[src/rtl/rtc_status_wel.sv]
module rtc_status_wel (
  input  logic       clk,
  input  logic       rst_n,
  input  logic       wr_en_i,
  input  logic [7:0] wr_data_i,
  input  logic       rd_start_i,
  input  logic       rd_done_i,
  input  logic [1:0] alarm_match_i,
  input  logic       on_backup_i,
  input  logic       cold_boot_i,
  input  logic       rtc_wr_i,
  output logic [7:0] rd_data_o,
  output logic       mem_wr_ok_o,
  output logic       ctl_wr_ok_o
);
  logic       wel, rwel, fail;
  logic [1:0] alarm, mask;
  logic [1:0] clr;

  assign clr         = rd_done_i ? mask : 2'b00;
  assign mem_wr_ok_o = wel;
  assign ctl_wr_ok_o = wel & rwel;
  assign rd_data_o   = {on_backup_i, alarm[1], alarm[0], 2'b00, rwel, wel, fail};

  always_ff @(posedge clk or negedge rst_n) begin
    if (!rst_n) begin
      wel  <= 1'b0;
      rwel <= 1'b0;
    end else if (cold_boot_i) begin
      wel  <= 1'b0;
      rwel <= 1'b0;
    end else if (wr_en_i) begin
      case (wr_data_i)
        8'h00: begin wel <= 1'b0; rwel <= 1'b0; end
        8'h02: wel <= 1'b1;
        8'h04: if (wel) rwel <= 1'b1;
        default: ;
      endcase
    end
  end

  always_ff @(posedge clk or negedge rst_n) begin
    if (!rst_n) begin
      alarm <= 2'b00;
      mask  <= 2'b00;
    end else begin
      alarm <= (alarm & ~clr) | alarm_match_i;
      if (rd_start_i)     mask <= alarm;
      else if (rd_done_i) mask <= 2'b00;
    end
  end

  always_ff @(posedge clk or negedge rst_n) begin
    if (!rst_n)                    fail <= 1'b0;
    else if (cold_boot_i)          fail <= 1'b1;
    else if (rtc_wr_i && wel && rwel) fail <= 1'b0;
  end
endmodule

[config.mk]
export PLATFORM = sky130hd
export DESIGN_NAME = rtc_status_wel
export DESIGN_NICKNAME = d
export VERILOG_FILES = /design/src/rtl/rtc_status_wel.sv
export SDC_FILE = /design/constraint.sdc
export NUM_CORES = 1
export LEC_CHECK = 0
export ABC_CLOCK_PERIOD_IN_PS = 880
export BUFFER_PORTS_ARGS = -buffer_cell sky130_fd_sc_hd__buf_2
export CAP_MARGIN = 20
export CORE_AREA = 8 8 45 47
export DETAILED_ROUTE_END_ITERATION = 16
export DIE_AREA = 0 0 53 55
export PLACE_DENSITY = 0.58
export SKIP_LAST_GASP = 1
export SLEW_MARGIN = 20
export SYNTH_ARGS = -nofsm -noshare
export SYNTH_HDL_FRONTEND = slang
export SYNTH_SLANG_ARGS = --single-unit
[constraint.sdc]
create_clock -name clk -period 0.88 [get_ports clk]
set_input_delay 0.044 -clock clk [delete_from_list [all_inputs] [get_ports clk]]
set_output_delay 0.044 -clock clk [all_outputs]
set_load 0.01 [all_outputs]
==> results.rst <==
.. list-table::
   :header-rows: 1

   * - Metric
     - Value
   * - Hold/Removal Path Class
     - in2reg
   * - Terminus of the critical flop-to-flop path
     - mem_wr_ok_o
   * - Hold Path Stages
     - 2
   * - Number of input and output port buffers inserted
     - 23
   * - Path depth of the worst reg2reg path
     - 4
   * - Number of design rule violations left after detail routing
     - 0
   * - Type of element capturing the critical path
     - output port
   * - Number of buffers created by CTS
     - 3
   * - Worst IR drop on VDD
     - 0.4459 mV
   * - Mean area per synthesized cell
     - between 10 and 15 um^2
   * - Final design instance area without fill
     - approximately 580 um^2
   * - Via count
     - approximately 370
   * - Number of clock sinks
     - 7
   * - Switching power share of the total
     - 24.36%
   * - Clock insertion delay at the later pin of the skew report
     - 0.25 ns
   * - Drt first-iter violations
     - 9
   * - Routed Antenna Nets
     - 0
   * - Die Ht
     - 55 um
   * - Flop pwr share
     - between 40% and 50%
   * - Number of max-slew violations in the final report
     - 0
   * - RSZ-0062 raised after global routing
     - yes
   * - Gp weighted congestion
     - 0.7304
   * - Worst Hold Slack
     - 0.06134 ns
   * - TritonCTS clock tree
     - yes
   * - Die ar.
     - 2915 um^2
   * - Top-Level Pins
     - 28
   * - Status
     - finished, violations left
   * - Origin of the worst min-delay path
     - rd_start_i
   * - Proportion of power drawn by combinational gates
     - 15.7%
   * - Die W
     - between 50 and 60 um
   * - Cell internal power dissipation
     - 576.7 uW
   * - Number of antenna diodes
     - 0
   * - Pwr Density
     - approximately 1300 nW/um^2
   * - Final count of negative-setup-slack endpoints
     - 3
   * - Relative area change from synthesis to final layout
     - 60.34%
   * - Achievable Freq
     - 1.056 GHz
   * - Clock tree root driver cell
     - clkbuf_4
   * - Cells along the critical path
     - and2_4, buf_6
   * - Number of global-route vias before repair
     - between 300 and 400
   * - Part of the total power dissipated in the clock network
     - 38.5%
   * - H-tree lvl count
     - 1
   * - Sequential-to-total area share from yosys stat
     - around 48%
   * - Time the worst path needs with I/O delays and setup
     - 0.9465 ns
   * - Maximum number of pins on one net before global-route repair
     - 8
   * - Final Skew
     - 0.0002163 ns
   * - DR vias/cell
     - 4.613
   * - Unique cell type count in the Yosys netlist
     - 17
   * - DR pass1 iterations
     - 4
   * - Detailed-placement wirelength estimate
     - 801.4 um
   * - Sum of routed wire length over all layers
     - 987 um
   * - Critical Path Fanout Max
     - 3
   * - CP arrival
     - about 0.90 ns
   * - Clock slew at the register clock pins of the worst setup and hold paths
     - ~0.06 ns
   * - Sum of negative setup slack
     - -0.1483 ns
   * - Flip-flop and latch count after synthesis
     - 7
   * - Crit path kind
     - reg2out
   * - Global-route wire length before repair
     - 1.462 mm
   * - Placeable Area
     - 1384 um^2
   * - Yosys warning total
     - 0
   * - Switching component of the power
     - around 190 uW
   * - Hold endpoint
     - mask[0]
   * - Deepest clock path buffer count
     - 2
   * - Final core utilization
     - 42.04%
   * - Final Net Count
     - 83
   * - Largest stage delay on the critical path
     - 0.38 ns
   * - Critical path startpoint category
     - register
   * - Most frequent cells in the layout
     - buf_2, dfrtp_1, dlygate4sd3_1, buf_6
   * - Reported max-cap violation count
     - 0
   * - Remaining global-route overflow
     - 0
   * - Antenna violations before repair
     - 0
   * - Average detailed-routed wire length per instance
     - 12.34 um
   * - Total routing usage reported by global routing
     - 7.092%
   * - Final-report hold violation count
     - 0
   * - Static leakage power
     - 0.0002753 uW
   * - Crit path max-delay family
     - flip-flops
   * - Buffers plus inverters on the worst setup path
     - 1
   * - Effective utilization at floorplan
     - 26.22%
   * - Register-to-Register Setup Slack
     - 0 ns
   * - Cell row count
     - 14
   * - Post-synthesis instance total
     - 34
   * - Most frequent standard cell in the layout excluding fill and tap cells
     - buf_2
   * - Launch instance of the worst register-to-register path
     - mem_wr_ok_o
   * - Data required, critical path
     - 0.84 ns
   * - Worst setup slack before clock tree synthesis
     - -0.06335 ns
   * - DP Area
     - 474.2 um^2
   * - Violations in the final reports
     - setup timing
   * - Layout cells sized above 1
     - 51.56%
   * - CP max-delay cell
     - dfrtp_1
   * - Cell area after synthesis
     - between 300 and 400 um^2
   * - Worst path setup slack after routing
     - -0.06654 ns
   * - Final period util
     - 107.6%
worst max-delay path by stage:
stage	startpoint	endpoint	cells after the start
floorplan	mem_wr_ok_o	fail	3
global placement	wr_data_i[0]	rwel	4
detailed placement	wr_data_i[0]	rwel	4
CTS	mem_wr_ok_o	mem_wr_ok_o	2
global route	rwel	ctl_wr_ok_o	2
finish	rwel	ctl_wr_ok_o	2
logic make-up after synthesis:
group | Yosys count | synth area share [%]
compound gates | 9 | 19.66
simple gates | 10 | 17.59
other cells | 1 | 1.033
flops | 7 | 48.28
buf+inv | 7 | 13.45
power by group through the flow:
stage | combinational [uW] | sequential [uW] | clock [uW]
2_1_floorplan | 42.8 | 357 | 0
4_1_cts | 119 | 349 | 304
5_1_grt | 131 | 351 | 324
3_3_place_gp | 101 | 355 | 0
6_report | 120 | 349 | 293
3_5_place_dp | 105 | 355 | 0
routing by layer:
layer  part of all wire (%)  wire, um  up-vias  track usage [%]
met3                    8.2        81        2            1.337
met4                    1.9        19        0            7.759
met2                     56       556       22            14.26
met5                      0         0        -                0
met1                     33       330      172            5.100
li1                       -         -      173                -
state kept, by name, indices dropped and copies added, names as in the netlist:
name and cells:
alarm 2, mask 2, rwel 1, fail 1
mem_wr_ok_o 1
worst reg2reg max path: cells and delay by family (launching register included):
family,cells,cell delay [ns]
DFF,1,0.36
buffers and inverters,2,0.16
AOI/OAI and AO/OA,2,0.29
per-stage QoR:
stage,instances,total power (uW)
2_1_floorplan,35,399.4
3_3_place_gp,70,456.0
3_5_place_dp,70,459.8
4_1_cts,79,772.2
5_1_grt,80,806.7
6_report,80,762.5
synth_stat cells (all sizes together):
library cell | n | area, um^2
conb | 1 | 3.750
nand2 | 3 | 11.26
nor2b | 1 | 6.260
nor3 | 1 | 5.000
nor4 | 1 | 21.27
a21o | 3 | 22.52
inv | 1 | 3.750
nor2 | 2 | 7.510
buf | 6 | 45.04
and2 | 1 | 6.260
a31o | 1 | 8.760
a41oi | 1 | 8.760
a21oi | 1 | 5.000
dfrtp | 7 | 175.2
nand4 | 1 | 6.260
a311oi | 1 | 8.760
a22o | 2 | 17.52
cell type report:
class / count / area, um^2
fill: 143 / 802.0
timing repair buffer: 31 / 207.7
sequential: 7 / 175.2
multi-input combinational: 21 / 148.9
clock buffer: 4 / 26.28
tap: 16 / 20.02
inverter: 1 / 3.754
what timing repair did:
item                                    CTS  global route
cloned                                    0             0
endpoints found under the hold margin    11             0
buffers inserted                          1             1
hold buffers                              4             0
gates resized for setup                   1             4
endpoints found under the setup margin    3             5
pin swaps                                 0             2
Note: power is estimated with default switching activity, not from simulation.
